--- src/rtl/mdio_pkg.sv ---
package mdio_pkg;
  localparam int PHY_W  = 5;
  localparam int REG_W  = 5;
  localparam int DATA_W = 16;

  localparam int POS_PHY  = 11;
  localparam int POS_REG  = 6;
  localparam int POS_WR   = 1;
  localparam int POS_BUSY = 0;

  typedef enum logic {
    SEL_CTRL = 1'b0,
    SEL_DATA = 1'b1
  } csr_sel_e;

  localparam logic [1:0] OP_WRITE = 2'b01;
  localparam logic [1:0] OP_READ  = 2'b10;
  localparam logic [1:0] SOF      = 2'b01;
  localparam logic [1:0] TA_DRIVE = 2'b10;
endpackage

--- src/rtl/mdio_clkgen.sv ---
module mdio_clkgen #(
  parameter int HALF_DIV = 2
) (
  input  logic clk,
  input  logic rst_n,
  input  logic run,
  output logic mdc,
  output logic rise_tick,
  output logic fall_tick
);
  localparam int CW = $clog2(HALF_DIV) + 1;

  logic [CW-1:0] cnt_q, cnt_d;
  logic          mdc_q, mdc_d;
  logic          tick;

  always_comb begin
    tick      = run && (cnt_q == CW'(HALF_DIV - 1));
    rise_tick = tick && !mdc_q;
    fall_tick = tick && mdc_q;
    cnt_d     = cnt_q;
    mdc_d     = mdc_q;
    if (!run) begin
      cnt_d = '0;
      mdc_d = 1'b0;
    end else if (tick) begin
      cnt_d = '0;
      mdc_d = !mdc_q;
    end else begin
      cnt_d = cnt_q + CW'(1);
    end
  end

  always_ff @(posedge clk or negedge rst_n) begin
    if (!rst_n) begin
      cnt_q <= '0;
      mdc_q <= 1'b0;
    end else begin
      cnt_q <= cnt_d;
      mdc_q <= mdc_d;
    end
  end

  assign mdc = mdc_q;
endmodule

--- src/rtl/mdio_shifter.sv ---
module mdio_shifter
  import mdio_pkg::*;
#(
  parameter int PRE_LEN = 32
) (
  input  logic              clk,
  input  logic              rst_n,
  input  logic              start,
  input  logic              wr,
  input  logic [PHY_W-1:0]  phy,
  input  logic [REG_W-1:0]  regad,
  input  logic [DATA_W-1:0] wdata,
  input  logic              rise_tick,
  input  logic              fall_tick,
  input  logic              mdio_in,
  output logic              active,
  output logic              done,
  output logic [DATA_W-1:0] rdata,
  output logic              mdio_out,
  output logic              mdio_oe
);
  localparam int FRAME_LEN = PRE_LEN + 32;
  localparam int IW        = $clog2(FRAME_LEN);
  localparam int TA_IDX    = PRE_LEN + 14;
  localparam int DAT_IDX   = PRE_LEN + 16;

  logic [FRAME_LEN-1:0] sreg_q, sreg_d;
  logic [IW-1:0]        idx_q, idx_d;
  logic                 act_q, act_d;
  logic                 wr_q, wr_d;
  logic [DATA_W-1:0]    cap_q, cap_d;
  logic                 last_bit;

  always_comb begin
    sreg_d   = sreg_q;
    idx_d    = idx_q;
    act_d    = act_q;
    wr_d     = wr_q;
    cap_d    = cap_q;
    last_bit = (idx_q == IW'(FRAME_LEN - 1));
    done     = act_q && fall_tick && last_bit;
    if (start && !act_q) begin
      sreg_d = {{PRE_LEN{1'b1}}, SOF, (wr ? OP_WRITE : OP_READ), phy, regad,
                TA_DRIVE, (wr ? wdata : {DATA_W{1'b0}})};
      idx_d  = '0;
      act_d  = 1'b1;
      wr_d   = wr;
      cap_d  = '0;
    end else if (act_q) begin
      if (rise_tick && !wr_q && (idx_q >= IW'(DAT_IDX)))
        cap_d = {cap_q[DATA_W-2:0], mdio_in};
      if (fall_tick) begin
        sreg_d = {sreg_q[FRAME_LEN-2:0], 1'b0};
        idx_d  = idx_q + IW'(1);
        if (last_bit) act_d = 1'b0;
      end
    end
  end

  always_ff @(posedge clk or negedge rst_n) begin
    if (!rst_n) begin
      sreg_q <= '0;
      idx_q  <= '0;
      act_q  <= 1'b0;
      wr_q   <= 1'b0;
      cap_q  <= '0;
    end else begin
      sreg_q <= sreg_d;
      idx_q  <= idx_d;
      act_q  <= act_d;
      wr_q   <= wr_d;
      cap_q  <= cap_d;
    end
  end

  assign active   = act_q;
  assign rdata    = cap_q;
  assign mdio_out = sreg_q[FRAME_LEN-1];
  assign mdio_oe  = act_q && (wr_q || (idx_q < IW'(TA_IDX)));
endmodule

--- src/rtl/mdio_mgmt_ctrl.sv ---
module mdio_mgmt_ctrl
  import mdio_pkg::*;
#(
  parameter int HALF_DIV = 2,
  parameter int PRE_LEN  = 32
) (
  input  logic        clk,
  input  logic        rst_n,
  input  logic        csr_wr,
  input  logic        csr_sel,
  input  logic [31:0] csr_wdata,
  output logic [31:0] ctl_rdata,
  output logic [31:0] dat_rdata,
  output logic        mdc,
  output logic        mdio_out,
  output logic        mdio_oe,
  input  logic        mdio_in
);
  logic              rs_q1, rs_q2, rst_i_n;
  logic [PHY_W-1:0]  phy_q, phy_d;
  logic [REG_W-1:0]  reg_q, reg_d;
  logic              wr_q, wr_d;
  logic [DATA_W-1:0] data_q, data_d;
  logic              busy, done, start;
  logic              rise_tick, fall_tick;
  logic [DATA_W-1:0] rd_cap;

  always_ff @(posedge clk or negedge rst_n) begin
    if (!rst_n) begin
      rs_q1 <= 1'b0;
      rs_q2 <= 1'b0;
    end else begin
      rs_q1 <= 1'b1;
      rs_q2 <= rs_q1;
    end
  end
  assign rst_i_n = rs_q2;

  always_comb begin
    start  = csr_wr && (csr_sel == SEL_CTRL) && !busy;
    phy_d  = phy_q;
    reg_d  = reg_q;
    wr_d   = wr_q;
    data_d = data_q;
    if (start) begin
      phy_d = csr_wdata[POS_PHY +: PHY_W];
      reg_d = csr_wdata[POS_REG +: REG_W];
      wr_d  = csr_wdata[POS_WR];
    end
    if (csr_wr && (csr_sel == SEL_DATA)) data_d = csr_wdata[DATA_W-1:0];
    if (done && !wr_q) data_d = rd_cap;
  end

  always_ff @(posedge clk or negedge rst_i_n) begin
    if (!rst_i_n) begin
      phy_q  <= '0;
      reg_q  <= '0;
      wr_q   <= 1'b0;
      data_q <= '0;
    end else begin
      phy_q  <= phy_d;
      reg_q  <= reg_d;
      wr_q   <= wr_d;
      data_q <= data_d;
    end
  end

  mdio_clkgen #(.HALF_DIV(HALF_DIV)) u_clkgen (
    .clk       (clk),
    .rst_n     (rst_i_n),
    .run       (busy),
    .mdc       (mdc),
    .rise_tick (rise_tick),
    .fall_tick (fall_tick)
  );

  mdio_shifter #(.PRE_LEN(PRE_LEN)) u_shift (
    .clk       (clk),
    .rst_n     (rst_i_n),
    .start     (start),
    .wr        (csr_wdata[POS_WR]),
    .phy       (csr_wdata[POS_PHY +: PHY_W]),
    .regad     (csr_wdata[POS_REG +: REG_W]),
    .wdata     (data_q),
    .rise_tick (rise_tick),
    .fall_tick (fall_tick),
    .mdio_in   (mdio_in),
    .active    (busy),
    .done      (done),
    .rdata     (rd_cap),
    .mdio_out  (mdio_out),
    .mdio_oe   (mdio_oe)
  );

  always_comb begin
    ctl_rdata                      = '0;
    ctl_rdata[POS_PHY +: PHY_W]    = phy_q;
    ctl_rdata[POS_REG +: REG_W]    = reg_q;
    ctl_rdata[POS_WR]              = wr_q;
    ctl_rdata[POS_BUSY]            = busy;
    dat_rdata                      = {{(32-DATA_W){1'b0}}, data_q};
  end
endmodule

--- config.mk ---
export PLATFORM = sky130hd
export DESIGN_NAME = mdio_mgmt_ctrl
export DESIGN_NICKNAME = d
export VERILOG_FILES = /design/src/rtl/mdio_pkg.sv /design/src/rtl/mdio_clkgen.sv /design/src/rtl/mdio_shifter.sv /design/src/rtl/mdio_mgmt_ctrl.sv
export SDC_FILE = /design/constraint.sdc
export NUM_CORES = 1
export LEC_CHECK = 0
export CAP_MARGIN = 25
export CORE_AREA = 2 2 105 107
export CTS_BUF_LIST = sky130_fd_sc_hd__clkbuf_8
export CTS_CLUSTER_DIAMETER = 150
export DETAILED_ROUTE_END_ITERATION = 6
export DIE_AREA = 0 0 107 109
export DONT_BUFFER_PORTS = 1
export GPL_TIMING_DRIVEN = 0
export PLACE_DENSITY = 0.67
export REMOVE_ABC_BUFFERS = 1
export SYNTH_ARGS = -nofsm -noshare
export SYNTH_HDL_FRONTEND = slang
export SYNTH_SLANG_ARGS = --single-unit
--- constraint.sdc ---
create_clock -name clk -period 3.8 [get_ports clk]
set_input_delay 0.38 -clock clk [delete_from_list [all_inputs] [get_ports clk]]
set_output_delay 0.38 -clock clk [all_outputs]
set_load 0.02 [all_outputs]
* Yosys cells after proc, flatten, opt, wreduce, memory -nomap -nowiden
Index checks and enable logic that the tools add are counted.
** Word-level totals
- Output and inout bits :: 67
- Register bits after elaboration :: 120
- Word-level logic and storage cells :: 66
- Bits of input ports :: 37
** Operators by class
- $add $sub $neg :: 2
- Magnitude comparators :: 2
- Equal/unequal tests :: 3
- Multiplexer cells :: 21
- Bitwise operators :: 1
- Reduce and logical (&&, ||, !) cells :: 24
** Operators by type and width (number)
- two-way mux 64 bit :: 3
- two-way mux 16 bit :: 6
- two-way mux 6 bit :: 3
- logical AND 1 bit :: 13
- nonzero test 2 bit :: 4
- adder 6 x 1 -> 6 bit, second input constant :: 1
- equality test 6 bit, second input constant :: 1
- greater-or-equal comparator 6 bit, second input constant :: 1
- less-than comparator 6 bit, second input constant :: 1
- two-way mux 1 bit :: 6
- two-way mux 2 bit :: 3
- logical NOT 1 bit :: 4
- AND reduction 2 bit :: 2
- adder 2 x 1 -> 2 bit, second input constant :: 1
- equality test 2 x 1 -> 1 bit, second input constant :: 1
- != test 2 bit, second input constant :: 1
- logical OR 1 bit :: 1
- inverter 1 bit :: 1

* Depth between registers and ports, before layout
Gate-level depths: netlist of run 1.
- Word-level depth :: 8
- Depth in mapped cells :: 7
- Gate-level depth less buffers :: 4

* By module
A second synthesis of run 1 with hierarchy kept.
** Second synthesis, totals
- Cell total of the unflattened synthesis :: 509
- Area total of the unflattened synthesis :: 5474.0 µm²
** By module, submodules not included
- mdio_shifter :: cells each 377, area an instance 3714.8 µm², sequential area each 2202.1 µm², times used 1
- mdio_mgmt_ctrl :: cells each 121, area an instance 1634.1 µm², sequential area each 725.7 µm², times used 1
- mdio_clkgen :: cells each 11, area an instance 125.1 µm², sequential area each 75.1 µm², times used 1

* Least setup slack after synthesis of run 1
Ideal clock, no wire load.
- Kind :: reg2reg
- Start point :: register u_clkgen.mdc_q, in the netlist u_clkgen.mdc
- End point :: register data_q[15]
- Library setup time :: 0.128 ns
- Stages on the path, launching flop included :: 5
- Setup slack :: 1.949 ns
- Clock period less this slack :: 1.851 ns
- Required time :: 3.672 ns
- Buffers on the path :: 1
- Arrival time :: 1.723 ns
- Cell sequence :: dfrtp_1 > nand4b_2 > or4b_1 > buf_2 > mux2_1
** Between the ends
- Word-level cells in the longest chain between the ends :: 5
- Elaborated cells on any way between the ends :: 6
- Those cells by class :: mux: 1; reduce/logical: 5
** Ends and longest elaborated chain
- start, declared :: line mdio_clkgen.sv:14 : logic mdc_q, mdc_d;
- start signal, assigned :: line mdio_clkgen.sv:40 : mdc_q <= mdc_d;
- logical AND 1 bit * :: line mdio_clkgen.sv:20 : fall_tick = tick && mdc_q;
- logical AND 1 bit * (2 in a row) :: line mdio_shifter.sv:41 : done = act_q && fall_tick && last_bit;
- logical AND 1 bit * :: line mdio_mgmt_ctrl.sv:51 : if (done && !wr_q) data_d = rd_cap;
- two-way mux 16 bit / nonzero test 2 bit (equally long branches)
- end signal, assigned :: line mdio_mgmt_ctrl.sv:64 : data_q <= data_d;
- end, declared :: line mdio_mgmt_ctrl.sv:23 : logic [DATA_W-1:0] data_q, data_d;
Every way passes the cells marked *; elsewhere a longest branch is shown, timed or not.
A chain may end at the register's enable or synchronous reset.

* Worst setup path after layout of run 1
- Start point :: register u_shift.act_q, in the netlist u_shift.active
- End point :: register data_q[2]
** Between the ends
- Word-level cells in the longest chain between the ends :: 6
- Elaborated cells on any way between the ends :: 7
- Those cells by class :: mux: 1; reduce/logical: 6
** Ends and longest elaborated chain
- start, declared :: line mdio_shifter.sv:29 : logic act_q, act_d;
- start signal, assigned :: line mdio_shifter.sv:70 : act_q <= act_d;
- logical AND 1 bit :: line mdio_clkgen.sv:18 : tick = run && (cnt_q == CW'(HALF_DIV - 1));
- logical AND 1 bit :: line mdio_clkgen.sv:20
- logical AND 1 bit * (2 in a row) :: line mdio_shifter.sv:41
- logical AND 1 bit * :: line mdio_mgmt_ctrl.sv:51
- two-way mux 16 bit / nonzero test 2 bit (equally long branches)
Marked as above.

==> key figures, run 1 <==
Final layout
  – Fraction of final layout cells sized beyond drive strength 1: 0.1083
  – Summed area of non-filler cells in the final layout: 0.005784 mm^2
  – Number of fill cells: 915
  – Number of nets at the end of the flow: 505
  – Diodes inserted: 0
  – Area growth from synthesis to layout: 11.05%
  – Final standard cell utilization of the core: 0.5456

Worst setup path
  – Number of cells on the critical path: 4
  – Setup crit end kind: flop
  – CP Max Fanout: 63
  – Delay of the slowest cell on the worst path: 1.02 ns
  – CP Buf/Inv Count: 1
  – Cells along the critical path: nand4b_4, or4b_1, buf_16, mux2_1
  – Req. time, crit path: 4.11 ns
  – R2R depth: 4
  – CP Launch Type: flop
  – Arrival time of the worst setup path: 3.50 ns
  – Slowest cell on the critical path: sky130_fd_sc_hd__or4b_1
  – Kind of cell adding the most delay to the critical path: simple AND/OR/NAND/NOR gates
  – Type of the setup path with the least slack: flop to flop

Synth
  – Largest cells by area after synthesis: sky130_fd_sc_hd__dfrtp_1 (57%), sky130_fd_sc_hd__mux2i_1 (8.8%), sky130_fd_sc_hd__nand2_1 (6.5%)
  – Count of mapped cells out of synthesis: 470
  – Yosys warnings: 0
  – Flop and latch count out of synthesis: 119
  – Largest area contributor in the synthesized netlist: sky130_fd_sc_hd__dfrtp_1
  – Syn Std Cell Area: 0.005209 mm^2
  – Mean area per synthesized cell: 11.08 um^2
  – Dominant register cell in the synthesized netlist: sky130_fd_sc_hd__dfrtp_1
  – Register area share after synthesis: 0.5717
  – Share of async-settable or async-resettable flops after synthesis: 1.000
  – Number of different library cells in the post-synthesis netlist: 37
  – Number of flops mapped to enable cells by yosys: 0
  – Share of the synthesized area in the top cell type: 0.5717

Floorplan
  – DIE AREA: 0.01166 mm^2
  – Std-Cell Core Area: 0.01060 mm^2
  – Starting density of the core: 0.4913
  – Number of top-level design ports: 104
  – Height of the die: 109 um
  – Die X-Extent: 107 um
  – Rows: 38

STA
  – Peak Freq: 314.0 MHz
  – Largest clock skew in the final design: 0.007438 ns
  – Tightest slew margin relative to the limit: 0.3835
  – Number of failing setup endpoints in the final timing report: 0
  – Endpoints failing hold: 0
  – Tightest hold margin: 0.05828 ns
  – Tightest Pin Transition: 0.9234 ns
  – Pins Over Slew Limit: 0
  – Period utilisation layout: 0.8380
  – RSZ-0062 raised after global routing: no
  – Minimum period implied by the final worst setup slack: 3.184 ns

GRT
  – Residual overflow from global routing: 0
  – Largest net degree at the start of global routing: 64
  – Total Routing Usage GR: 0.1824
  – Via count of the first global-routing pass: 3,260
  – Global-route wire length before repair: 16.29 mm
  – Antenna violations before repair: 0

Clock tree
  – CTS tree: built
  – Sinks on Clock Net: 119
  – CTS Buf Count: 17
  – H-tree lvl count: 4
  – CTS Buffer Depth: 2
  – Insertion delay to the later sink of the worst-skew pair: 0.43 ns
  – Buffer count from post-CTS setup fixing: 0
  – Clock-pin slew reported for the worst setup and hold paths after clock tree synthesis: 0.07 ns
  – Root Buffer Master: sky130_fd_sc_hd__clkbuf_8
  – Number of resized instances in the post-cts repair step: 0
  – CTS Hold Buffers Added: 1

Pwr
  – Switching share of power: 0.3302
  – Power, Total: 4.243 mW
  – Power density relative to cell area: 733.6 mW/mm^2
  – Switching Power: 1.401 mW
  – Sequential group share of total power: 0.480
  – Cell internal pwr: 2.842 mW
  – Static power due to leakage: 2.660 nW
  – Clk network pwr share: 0.293
  – Peak VDD IR: 0.0003859 V
  – Relative contribution of combinational cells to total power: 0.227

Job
  – Maxcap violations: 0

Route
  – Number of vias per cell after detailed routing: 5.366
  – WL final: 9.929 mm
  – Number of vias after detailed routing: 3,327
  – DRC violations left: 0
  – First-pass detailed-route iteration total: 4
  – Number of nets with antenna violations after routing: 0
  – Average wire per cell in the routed design: 16.01 um
  – Iteration-0 DRC count of the detailed router: 249

Place
  – Cell area after placement: 0.005251 mm^2
  – GP Congestion: 0.7518
  – Port-buffer cells: 0
  – DPL Wire Length: 6.240 mm

Min path
  – Class of the tightest hold or removal check: primary input to flop
  – Cells on Worst Hold Path: 2

Status
  – Run status: complete, no violations
==> power groups by stage <==
stage,combinational (mW),clock (mW),sequential (mW)
after global routing,1.08,1.32,2.09
after CTS,0.938,1.27,2.03
final,0.965,1.24,2.04
after floorplan,0.718,0,1.98
after global placement,0.847,0,2.05
after detailed placement,0.934,0,2.05
==> kinds of logic (layout without fill, tap and decap cells) <==
group / count (synthesis) / in the layout / synth area share
buffers and inverters: 83 / 58 / 0.09032
and+or+nand+nor: 126 / 126 / 0.1098
AOI/OAI and AO/OA: 83 / 83 / 0.1148
adders and majority gates: 1 / 1 / 0.002402
xor gates and xnor gates: 1 / 1 / 0.001682
DFF: 119 / 119 / 0.5717
muxes: 55 / 55 / 0.1079
other: 2 / 37 / 0.001442
==> placed cells by master (no fill, tap or decap), drive strengths merged, types with 13 or more instances in the layout <==
| cell | count |
|---|---|
| clkbuf | 19 |
| a31oi | 16 |
| o22a | 34 |
| dfrtp | 119 |
| nand3 | 13 |
| a21oi | 17 |
| inv | 16 |
| mux2i | 46 |
| conb | 37 |
| nand2 | 90 |
==> sequential cells by signal (all words and copies together) (netlist names) <==
name,cells
u_clkgen.mdc,1
phy_q,5
u_shift.active,1
rs_q1,1
rs_q2,1
reg_q,5
u_shift.idx_q,6
data_q,16
u_shift.rdata,16
wr_q,1
u_shift.sreg_q,64
u_clkgen.cnt_q,2
==> layout make-up <==
| type | count | area (um^2) | area share |
|---|---|---|---|
| clock buffer | 19 | 261.5 | 0.04521 |
| sequential | 119 | 2982 | 0.5155 |
| timing repair buffer | 11 | 225.2 | 0.03894 |
| multi-input combinational | 303 | 1906 | 0.3294 |
| inverter | 15 | 56.30 | 0.009734 |
| tap | 140 | 175.2 | 0.03028 |
| clock inverter | 13 | 178.9 | 0.03093 |
==> cells in the mapped netlist, types with 2 or more instances <==
master	count
sky130_fd_sc_hd__o21ai_0	5
sky130_fd_sc_hd__nand3_1	13
sky130_fd_sc_hd__a22o_1	3
sky130_fd_sc_hd__conb_1	2
sky130_fd_sc_hd__clkbuf_1	22
sky130_fd_sc_hd__nand4_1	3
sky130_fd_sc_hd__a22oi_1	4
sky130_fd_sc_hd__mux2_2	6
sky130_fd_sc_hd__a31oi_1	16
sky130_fd_sc_hd__dfrtp_1	119
sky130_fd_sc_hd__mux2i_1	46
sky130_fd_sc_hd__buf_4	38
sky130_fd_sc_hd__nand2b_1	5
sky130_fd_sc_hd__nor2_1	4
sky130_fd_sc_hd__mux2_1	3
sky130_fd_sc_hd__inv_1	15
sky130_fd_sc_hd__a21oi_1	17
sky130_fd_sc_hd__nand2_1	90
sky130_fd_sc_hd__buf_2	7
sky130_fd_sc_hd__o22a_1	34
sky130_fd_sc_hd__and2_1	2
==> per-layer routing <==
metal	global-route usage	up-vias	share of wire
met4	0.08349	0	0.023
li1	-	1542	-
met2	0.2830	82	0.49
met5	0	-	0
met1	0.2351	1685	0.44
met3	0.05858	18	0.052
==> through the flow <==
stage | instances | setup TNS [ns] | setup WS [ns]
after floorplan | 437 | 0 | 0.2393
after global placement | 577 | -113.98 | -0.9693
after detailed placement | 584 | 0 | 0.4810
after CTS | 617 | 0 | 0.4545
after global routing | 620 | 0 | 0.4544
final | 620 | 0 | 0.6157
==> final timing paths <==
kind	end	slack, ns	startpoint
min in group asynchronous	rs_q2$_DFF_PN0_	0.17	rst_n
hold / removal	phy_q[4]$_DFFE_PN0P_	0.06	csr_wdata[15]
setup reg to reg	data_q[2]$_DFFE_PN0P_	0.62	u_shift.active$_DFF_PN0_
max in group asynchronous	u_shift.sreg_q[26]$_DFFE_PN0P_	2.76	rs_q2$_DFF_PN0_
setup / recovery	data_q[2]$_DFFE_PN0P_	0.62	u_shift.active$_DFF_PN0_
hold reg to reg	u_shift.rdata[2]$_DFFE_PN0P_	0.21	rs_q2$_DFF_PN0_
No activity file was read; power rests on OpenSTA's default activity.
==> inputs of run 2 (changes only) <==
--- a/config.mk
+++ b/config.mk
@@ -5,15 +5,15 @@
 export SDC_FILE = /design/constraint.sdc
 export NUM_CORES = 1
 export LEC_CHECK = 0
+export ABC_AREA = 1
 export CAP_MARGIN = 25
-export CORE_AREA = 2 2 105 107
+export CORE_AREA = 2 2 108 110
 export CTS_BUF_LIST = sky130_fd_sc_hd__clkbuf_8
 export CTS_CLUSTER_DIAMETER = 150
 export DETAILED_ROUTE_END_ITERATION = 6
-export DIE_AREA = 0 0 107 109
+export DIE_AREA = 0 0 110 112
 export DONT_BUFFER_PORTS = 1
 export GPL_TIMING_DRIVEN = 0
-export PLACE_DENSITY = 0.67
 export REMOVE_ABC_BUFFERS = 1
 export SYNTH_ARGS = -nofsm -noshare
 export SYNTH_HDL_FRONTEND = slang
==> constraint.sdc (replaced) <==
create_clock -name clk -period 3.05 [get_ports clk]
set_input_delay 0.305 -clock clk [delete_from_list [all_inputs] [get_ports clk]]
set_output_delay 0.305 -clock clk [all_outputs]
set_load 0.02 [all_outputs]
==> run 2 against run 1 <==
  * Sequential share of layout area fell by 2.0 points
  * Register-to-register slack got worse by 0.15 ns
  * Clock-buffer cell count rose by 3
  * Final cell count is 26% higher
  * Clock skew hardly changed
  * Synthesized area is 6.7% higher
  * Synthesized cell count increased by 35%
  * Setup slack lost 0.15 ns
  * Worst hold slack got worse by 0.035 ns
  * Global-route usage increased by 3.1 points
==> key figures, run 2 <==
Floorplan
  – Rows: 39 (was 38)
  – Height of the die: 112 um (was 109 um)
  – Number of top-level design ports: 104 (unchanged)
  – Starting density of the core: 0.4971 (was 0.4913)
  – Std-Cell Core Area: 0.01117 mm^2 (was 0.01060 mm^2)
  – DIE AREA: 0.01232 mm^2 (was 0.01166 mm^2)
  – Die X-Extent: 110 um (was 107 um)

Synth
  – Share of synthesized area spent on multiplexers: 0 (was 0.1079)
  – Register area share after synthesis: 0.5360 (was 0.5717)
  – Syn Std Cell Area: 0.005555 mm^2 (was 0.005209 mm^2)
  – Simple-Gate Fraction of Synth Area: 0.2383 (was 0.1098)
  – Yosys warnings: 0 (unchanged)
  – Share of the synthesized area in the top cell type: 0.5360 (was 0.5717)
  – Post-Synth Adder-Cell Area: 0.002252 (was 0.002402)
  – Combinational family with the most area after synthesis: simple AND/OR/NAND/NOR gates (was compound AO/OA/AOI/OAI gates)
  – Ranking of synthesized cells by instance count: sky130_fd_sc_hd__nand2_1 (184), sky130_fd_sc_hd__dfrtp_1 (119), sky130_fd_sc_hd__inv_1 (56) (was sky130_fd_sc_hd__dfrtp_1 (119), sky130_fd_sc_hd__nand2_1 (90), sky130_fd_sc_hd__mux2i_1 (46))
  – Dominant register cell in the synthesized netlist: sky130_fd_sc_hd__dfrtp_1 (unchanged)
  – Flop and latch count out of synthesis: 119 (unchanged)
  – Largest area contributor in the synthesized netlist: sky130_fd_sc_hd__dfrtp_1 (unchanged)
  – Number of different library cells in the post-synthesis netlist: 30 (was 37)
  – Xor-xnor portion of the synthesized cell area: 0 (was 0.001681)
  – Mean area per synthesized cell: 8.749 um^2 (was 11.08 um^2)
  – Compound-Gate Fraction of Synth Area: 0.09279 (was 0.1148)
  – Number of flops mapped to enable cells by yosys: 0 (unchanged)
  – Largest cells by area after synthesis: sky130_fd_sc_hd__dfrtp_1 (54%), sky130_fd_sc_hd__nand2_1 (12%), sky130_fd_sc_hd__buf_4 (5.5%) (was sky130_fd_sc_hd__dfrtp_1 (57%), sky130_fd_sc_hd__mux2i_1 (8.8%), sky130_fd_sc_hd__nand2_1 (6.5%))
  – Share of async-settable or async-resettable flops after synthesis: 1.000 (unchanged)
  – Most common cell in the synthesized netlist: sky130_fd_sc_hd__nand2_1 (was sky130_fd_sc_hd__dfrtp_1)
  – Count of mapped cells out of synthesis: 635 (was 470)

Pwr
  – Switching share of power: 0.3129 (was 0.3302)
  – Static power due to leakage: 3.046 nW (was 2.660 nW)
  – Peak VDD IR: 0.0004565 V (was 0.0003859 V)
  – Sequential group share of total power: 0.454 (was 0.480)
  – Power density relative to cell area: 878.9 mW/mm^2 (was 733.6 mW/mm^2)
  – Clk network pwr share: 0.349 (was 0.293)
  – Power, Total: 5.285 mW (was 4.243 mW)
  – Switching Power: 1.654 mW (was 1.401 mW)
  – Relative contribution of combinational cells to total power: 0.197 (was 0.227)
  – Cell internal pwr: 3.631 mW (was 2.842 mW)

STA
  – Setup WS post-layout: 0.4625 ns (was 0.6157 ns)
  – Tightest Pin Transition: 0.8260 ns (was 0.9234 ns)
  – Endpoints failing hold: 0 (unchanged)
  – Period utilisation layout: 0.8483 (was 0.8380)
  – Minimum period implied by the final worst setup slack: 2.587 ns (was 3.184 ns)
  – Number of failing setup endpoints in the final timing report: 0 (unchanged)
  – Peak Freq: 386.5 MHz (was 314.0 MHz)
  – RSZ-0062 raised after global routing: no (unchanged)
  – Largest clock skew in the final design: 0.007409 ns (was 0.007438 ns)
  – Pins Over Slew Limit: 0 (unchanged)
  – Tightest hold margin: 0.02332 ns (was 0.05828 ns)
  – Tightest slew margin relative to the limit: 0.4493 (was 0.3835)

GRT
  – Antenna violations before repair: 0 (unchanged)
  – Total Routing Usage GR: 0.2138 (was 0.1824)
  – Largest net degree at the start of global routing: 62 (was 64)
  – Global-route wire length before repair: 20.09 mm (was 16.29 mm)
  – Residual overflow from global routing: 0 (unchanged)
  – Via count of the first global-routing pass: 4,038 (was 3,260)

Final layout
  – Commonest non-fill, non-tap cells in the layout: sky130_fd_sc_hd__nand2_1 (184), sky130_fd_sc_hd__dfrtp_1 (118), sky130_fd_sc_hd__inv_1 (59) (was sky130_fd_sc_hd__dfrtp_1 (118), sky130_fd_sc_hd__nand2_1 (90), sky130_fd_sc_hd__mux2i_1 (46))
  – Biggest register: u_shift.sreg_q (unchanged)
  – Number of nets at the end of the flow: 663 (was 505)
  – Multi-input combinational cell area: 0.002001 mm^2 (was 0.001906 mm^2)
  – Summed area of non-filler cells in the final layout: 0.006013 mm^2 (was 0.005784 mm^2)
  – Max reg flops: 64 (unchanged)
  – Number of fill cells: 1,050 (was 915)
  – Most common library cell in the layout ignoring fill and taps: sky130_fd_sc_hd__nand2_1 (was sky130_fd_sc_hd__dfrtp_1)
  – Area growth from synthesis to layout: 8.243% (was 11.05%)
  – Fraction of final layout cells sized beyond drive strength 1: 0.1050 (was 0.1083)
  – Diodes inserted: 0 (unchanged)
  – FF/Latch Area: 0.002982 mm^2 (unchanged)
  – Final standard cell utilization of the core: 0.5381 (was 0.5456)

Route
  – First-pass detailed-route iteration total: 4 (unchanged)
  – Number of nets with antenna violations after routing: 0 (unchanged)
  – DRC violations left: 0 (unchanged)
  – Number of vias per cell after detailed routing: 5.168 (was 5.366)
  – Number of vias after detailed routing: 4,036 (was 3,327)
  – Iteration-0 DRC count of the detailed router: 196 (was 249)
  – Average wire per cell in the routed design: 15.17 um (was 16.01 um)
  – WL final: 11.85 mm (was 9.929 mm)

Clock tree
  – Root Buffer Master: sky130_fd_sc_hd__clkbuf_8 (unchanged)
  – H-tree lvl count: 4 (unchanged)
  – CTS tree: built (unchanged)
  – Sinks on Clock Net: 119 (unchanged)
  – Insertion delay to the later sink of the worst-skew pair: 0.43 ns (about the same)
  – Buffer count from post-CTS setup fixing: 0 (unchanged)
  – CTS Buf Count: 17 (unchanged)
  – Clock-pin slew reported for the worst setup and hold paths after clock tree synthesis: 0.07 ns (about the same)
  – CTS Buffer Depth: 2 (unchanged)

Min path
  – Class of the tightest hold or removal check: primary input to flop (unchanged)

Worst setup path
  – Type of the setup path with the least slack: flop to flop (unchanged)
  – Reg2Reg Capture Point: u_shift.sreg_q[35]$_DFFE_PN0P_ (was data_q[2]$_DFFE_PN0P_)
  – CP Max Fanout: 34 (was 63)
  – Worst setup path startpoint: u_shift.active$_DFF_PN0_ (unchanged)
  – Req. time, crit path: 3.37 ns (was 4.11 ns)
  – R2r setup slk: 0.46 ns (was 0.62 ns)
  – End of the critical path: u_shift.sreg_q[35]$_DFFE_PN0P_ (was data_q[2]$_DFFE_PN0P_)
  – R2r startpoint: u_shift.active$_DFF_PN0_ (unchanged)
  – CP Launch Type: flop (unchanged)
  – Setup crit end kind: flop (unchanged)
  – Arrival time of the worst setup path: 2.91 ns (was 3.50 ns)
  – R2R depth: 6 (was 4)

Place
  – DPL Wire Length: 7.339 mm (was 6.240 mm)
  – Cell area after placement: 0.005453 mm^2 (was 0.005251 mm^2)
  – Port-buffer cells: 0 (unchanged)
  – Setup slack at placement: 0.2394 ns (was 0.4810 ns)
  – GP Congestion: 0.7799 (was 0.7518)

Job
  – Maxcap violations: 0 (unchanged)

Status
  – Run status: complete, no violations (unchanged)
## run 2: cell types whose count changed after synthesis, sizes merged, moves of 10 or more
cell,change
a31oi,-16
buf,+14
o22a,-34
o21ai,+24
a21oi,+10
nand3,+34
mux2i,-46
inv,+46
nand2,+109
nand4,+14
nor2,+23
clkbuf,-12
a22oi,+16
## run 2: how the worst min path moves through the flow
| stage | endpoint | start | cells after the start |
|---|---|---|---|
| after floorplan | rs_q1$_DFF_PN0_ | rst_n | 0 |
| after global placement | rs_q2$_DFF_PN0_ | rst_n | 0 |
| after detailed placement | rs_q1$_DFF_PN0_ | rst_n | 0 |
| after CTS | phy_q[1]$_DFFE_PN0P_ | csr_wdata[12] | 2 |
| after global routing | phy_q[1]$_DFFE_PN0P_ | csr_wdata[12] | 2 |
| final | reg_q[4]$_DFFE_PN0P_ | csr_wdata[10] | 2 |
## run 2: routing by layer
metal	share of wire	wire length, um	up-vias	global-route usage
met5	0	0	-	0
met4	0.024	283	0	0.09114
met1	0.42	4999	1952	0.2828
met2	0.50	5902	107	0.3231
met3	0.056	660	24	0.06792
li1	-	-	1953	-
## run 2: final cells by class
class | instances | area share
flip-flops and latches | 119 | 0.4958
repair buffers | 6 | 0.01477
inverters | 63 | 0.03974
clock buffers | 22 | 0.05035
clock inverters | 10 | 0.03683
well taps | 143 | 0.02975
multi-input cells | 418 | 0.3327
## run 2: worst max-delay path, cell delays in order (launching register included)
cell	delay, ns
sky130_fd_sc_hd__dfrtp_1	0.56
sky130_fd_sc_hd__nand2_2	0.15
sky130_fd_sc_hd__inv_2	0.08
sky130_fd_sc_hd__nand2_2	0.36
sky130_fd_sc_hd__nand2_4	0.48
sky130_fd_sc_hd__clkinv_2	0.50
sky130_fd_sc_hd__a22oi_1	0.33
## run 2: logic make-up after synthesis
group,Yosys count
and+or+nand+nor,294
AOI/OAI and AO/OA,86
other,2
buffers and inverters,133
DFF,119
adders and majority gates,1
## run 2: through the flow
stage,setup TNS (ns),cells
global route,0,781
global placement,-224.28,743
detailed placement,0,746
CTS,0,780
floorplan,-59.75,600
finish,0,781
## run 2: timing repair
action                                  in CTS  in global routing
endpoints found under the setup margin       0                 18
gates resized for setup                      0                  2
hold buffers                                 2                  1
endpoints found under the hold margin        3                  1
## run 2: power groups by stage
stage / Clock (mW) / Sequential, mW / Combinational [mW]
floorplan: 0 / 2.36 / 0.798
global placement: 0 / 2.43 / 0.971
detailed placement: 0 / 2.43 / 1.04
CTS: 1.88 / 2.40 / 1.05
global route: 1.95 / 2.46 / 1.22
finish: 1.84 / 2.40 / 1.04
==> inputs of run 3 (changes only) <==
==> constraint.sdc (replaced) <==
create_clock -name clk -period 2.7 [get_ports clk]
set_input_delay 0.27 -clock clk [delete_from_list [all_inputs] [get_ports clk]]
set_output_delay 0.27 -clock clk [all_outputs]
set_load 0.02 [all_outputs]
==> run 3 against run 2 <==
  * Global-route usage grew 0.20 points
  * Clock power grew 14%
  * Setup slack lost 0.27 ns
  * Largest cell class unchanged
  * Largest power group unchanged
==> key figures, run 3 (synthesis gave the netlist of run 2 again) <==
STA
  – Period utilisation layout: 0.9281
  – Pins Over Slew Limit: 0 (unchanged)
  – Minimum period implied by the final worst setup slack: 2.506 ns
  – Peak Freq: 399.1 MHz
  – Setup WS post-layout: 0.1941 ns (was 0.4625 ns)
  – RSZ-0062 raised after global routing: no (unchanged)
  – Total negative slack: 0 ns (unchanged)
  – Endpoints failing hold: 0 (unchanged)
  – Tightest Pin Transition: 0.8218 ns (was 0.8260 ns)
  – Tightest slew margin relative to the limit: 0.4521 (was 0.4493)
  – Largest clock skew in the final design: 0.008545 ns (was 0.007409 ns)
  – Tightest hold margin: 0.01755 ns (was 0.02332 ns)
  – Number of failing setup endpoints in the final timing report: 0 (unchanged)

Place
  – GP Congestion: 0.7799 (unchanged)
  – Port-buffer cells: 0 (unchanged)
  – Setup slack at placement: -0.1106 ns (was 0.2394 ns)
  – Cell area after placement: 0.005453 mm^2 (unchanged)
  – DPL Wire Length: 7.339 mm (unchanged)

Floorplan
  – Starting density of the core: 0.4971 (unchanged)
  – Std-Cell Core Area: 0.01117 mm^2 (unchanged)
  – DIE AREA: 0.01232 mm^2 (unchanged)
  – Number of top-level design ports: 104 (unchanged)
  – Rows: 39 (unchanged)
  – Die X-Extent: 110 um (unchanged)
  – Height of the die: 112 um (unchanged)

GRT
  – Largest net degree at the start of global routing: 62 (unchanged)
  – Residual overflow from global routing: 0 (unchanged)
  – Total Routing Usage GR: 0.2157 (was 0.2138)
  – Global-route wire length before repair: 20.29 mm (was 20.09 mm)
  – Via count of the first global-routing pass: 4,083 (was 4,038)
  – Antenna violations before repair: 0 (unchanged)

Route
  – DRC violations left: 0 (unchanged)
  – WL final: 11.95 mm (was 11.85 mm)
  – Wire length on met3: 691 um (was 660 um)
  – Iteration-0 DRC count of the detailed router: 211 (was 196)
  – Number of vias after detailed routing: 4,036 (unchanged)
  – First-pass detailed-route iteration total: 4 (unchanged)
  – Number of vias per cell after detailed routing: 5.115 (was 5.168)
  – Average wire per cell in the routed design: 15.14 um (was 15.17 um)
  – Number of nets with antenna violations after routing: 0 (unchanged)
  – Met1 WL: 5.072 mm (was 4.999 mm)
  – Highest metal layer with signal wires: met4 (unchanged)
  – Routed met2 length: 5.957 mm (was 5.902 mm)

Clock tree
  – Root Buffer Master: sky130_fd_sc_hd__clkbuf_8 (unchanged)
  – CTS tree: built (unchanged)
  – CTS Buf Count: 17 (unchanged)
  – H-tree lvl count: 4 (unchanged)
  – Clock-pin slew reported for the worst setup and hold paths after clock tree synthesis: 0.07 ns (about the same)
  – Sinks on Clock Net: 119 (unchanged)
  – CTS Buffer Depth: 2 (unchanged)
  – Insertion delay to the later sink of the worst-skew pair: 0.43 ns (about the same)

Min path
  – Class of the tightest hold or removal check: primary input to flop (unchanged)
  – Launch point of the worst hold path: csr_wdata[11] (was csr_wdata[10])
  – Hold Crit Endpoint: phy_q[0]$_DFFE_PN0P_ (was reg_q[4]$_DFFE_PN0P_)
  – Cells on Worst Hold Path: 2 (unchanged)

Final layout
  – Number of fill cells: 1,042 (was 1,050)
  – Max reg flops: 64 (unchanged)
  – Fraction of final layout cells sized beyond drive strength 1: 0.1037 (was 0.1050)
  – Area growth from synthesis to layout: 9.707% (was 8.243%)
  – Multi-input combinational cell area: 0.002001 mm^2 (unchanged)
  – FF/Latch Area: 0.002982 mm^2 (unchanged)
  – Most common library cell in the layout ignoring fill and taps: sky130_fd_sc_hd__nand2_1 (unchanged)
  – Commonest non-fill, non-tap cells in the layout: sky130_fd_sc_hd__nand2_1 (184), sky130_fd_sc_hd__dfrtp_1 (118), sky130_fd_sc_hd__inv_1 (59) (unchanged)
  – Final standard cell utilization of the core: 0.5454 (was 0.5381)
  – Number of nets at the end of the flow: 671 (was 663)
  – Diodes inserted: 0 (unchanged)
  – Summed area of non-filler cells in the final layout: 0.006095 mm^2 (was 0.006013 mm^2)
  – Biggest register: u_shift.sreg_q (unchanged)

Worst setup path
  – Cells along the critical path: clkinv_1, a21oi_1 (was nand2_2, inv_2, nand2_2, nand2_4, clkinv_2, a22oi_1)
  – Slowest cell on the critical path: sky130_fd_sc_hd__a21oi_1 (was sky130_fd_sc_hd__dfrtp_1)
  – Arrival time of the worst setup path: 2.24 ns (was 2.91 ns)
  – CP Buf/Inv Count: 1 (was 2)
  – CP Launch Type: flop (unchanged)
  – Setup crit end kind: output pin (was flop)
  – Req. time, crit path: 2.43 ns (was 3.37 ns)
  – Number of cells on the critical path: 2 (was 6)
  – R2r startpoint: u_shift.active$_DFF_PN0_ (unchanged)
  – Kind of cell adding the most delay to the critical path: compound AO/OA/AOI/OAI gates (was simple AND/OR/NAND/NOR gates)
  – CP Max Fanout: 19 (was 34)
  – Delay of the slowest cell on the worst path: 0.65 ns (was 0.56 ns)
  – Type of the setup path with the least slack: flop to output pin (was flop to flop)
  – Reg2Reg Capture Point: u_shift.sreg_q[35]$_DFFE_PN0P_ (unchanged)
  – R2r setup slk: 0.35 ns (was 0.46 ns)
  – R2R depth: 5 (was 6)

Pwr
  – Power density relative to cell area: 982.3 mW/mm^2 (was 878.9 mW/mm^2)
  – Peak VDD IR: 0.0005222 V (was 0.0004565 V)
  – Static power due to leakage: 3.080 nW (was 3.046 nW)

Job
  – Maxcap violations: 0 (unchanged)

Status
  – Run status: complete, no violations (unchanged)
-- run 3: cell count changes in the layout (fill, tap and decap cells not counted), sizes merged --
cell / delta
clkinv: -1
dlygate4sd3: +8
inv: +1
-- run 3: worst register-to-register path: stages, from the launching register on --
cell and delay, ns:
sky130_fd_sc_hd__dfrtp_1 0.56, sky130_fd_sc_hd__inv_2 0.17, sky130_fd_sc_hd__nand2_4 0.51, sky130_fd_sc_hd__nand2_4 0.40, sky130_fd_sc_hd__inv_4 0.41, sky130_fd_sc_hd__a22oi_1 0.15
-- run 3: worst max path at each step --
stage	start	slack [ns]	to
floorplan	rs_q2$_DFF_PN0_	-0.86	data_q[0]$_DFFE_PN0P_
global placement	rs_q2$_DFF_PN0_	-2.26	u_shift.sreg_q[63]$_DFFE_PN0P_
detailed placement	u_shift.active$_DFF_PN0_	-0.11	u_shift.sreg_q[45]$_DFFE_PN0P_
CTS	u_shift.active$_DFF_PN0_	0.07	u_shift.sreg_q[35]$_DFFE_PN0P_
global route	u_shift.active$_DFF_PN0_	0.09	u_shift.sreg_q[18]$_DFFE_PN0P_
finish	wr_q$_DFFE_PN0P_	0.19	mdio_oe
-- run 3: report_power, final --
| group | internal, mW | switching [mW] | leakage (nW) | total, mW |
|---|---|---|---|---|
| Clock | 1.40 | 0.684 | 0.273 | 2.09 |
| Combinational | 0.404 | 0.787 | 1.42 | 1.19 |
| Sequential | 2.30 | 0.406 | 1.39 | 2.71 |
| Total | 4.11 | 1.88 | 3.08 | 5.99 |
-- run 3: final cells by class --
type	instances	area share
Sequential cell	119	0.4892
Tap cell	143	0.02936
Clock inverter	10	0.03634
Inverter	63	0.03942
Clock buffer	22	0.04968
Timing Repair Buffer	14	0.02772
Multi-Input combinational cell	418	0.3283
-- run 3: per-layer routing --
metal / up-vias / GRT usage
met3: 18 / 0.06850
met1: 1954 / 0.2851
met4: 0 / 0.09114
met5: - / 0
li1: 1968 / -
met2: 96 / 0.3268
-- run 3: metrics by stage --
stage	total power [mW]	cells
floorplan	3.569	600
global placement	3.842	743
detailed placement	3.919	746
CTS	6.035	789
global route	6.376	789
finish	5.987	789
-- run 3: what timing repair did --
action | in CTS | in global routing
resized for setup | 1 | 1
hold endpoints to repair | 14 | 0
hold buffers | 11 | 0
setup buffers | 0 | 0
endpoints found under the setup margin | 34 | 34
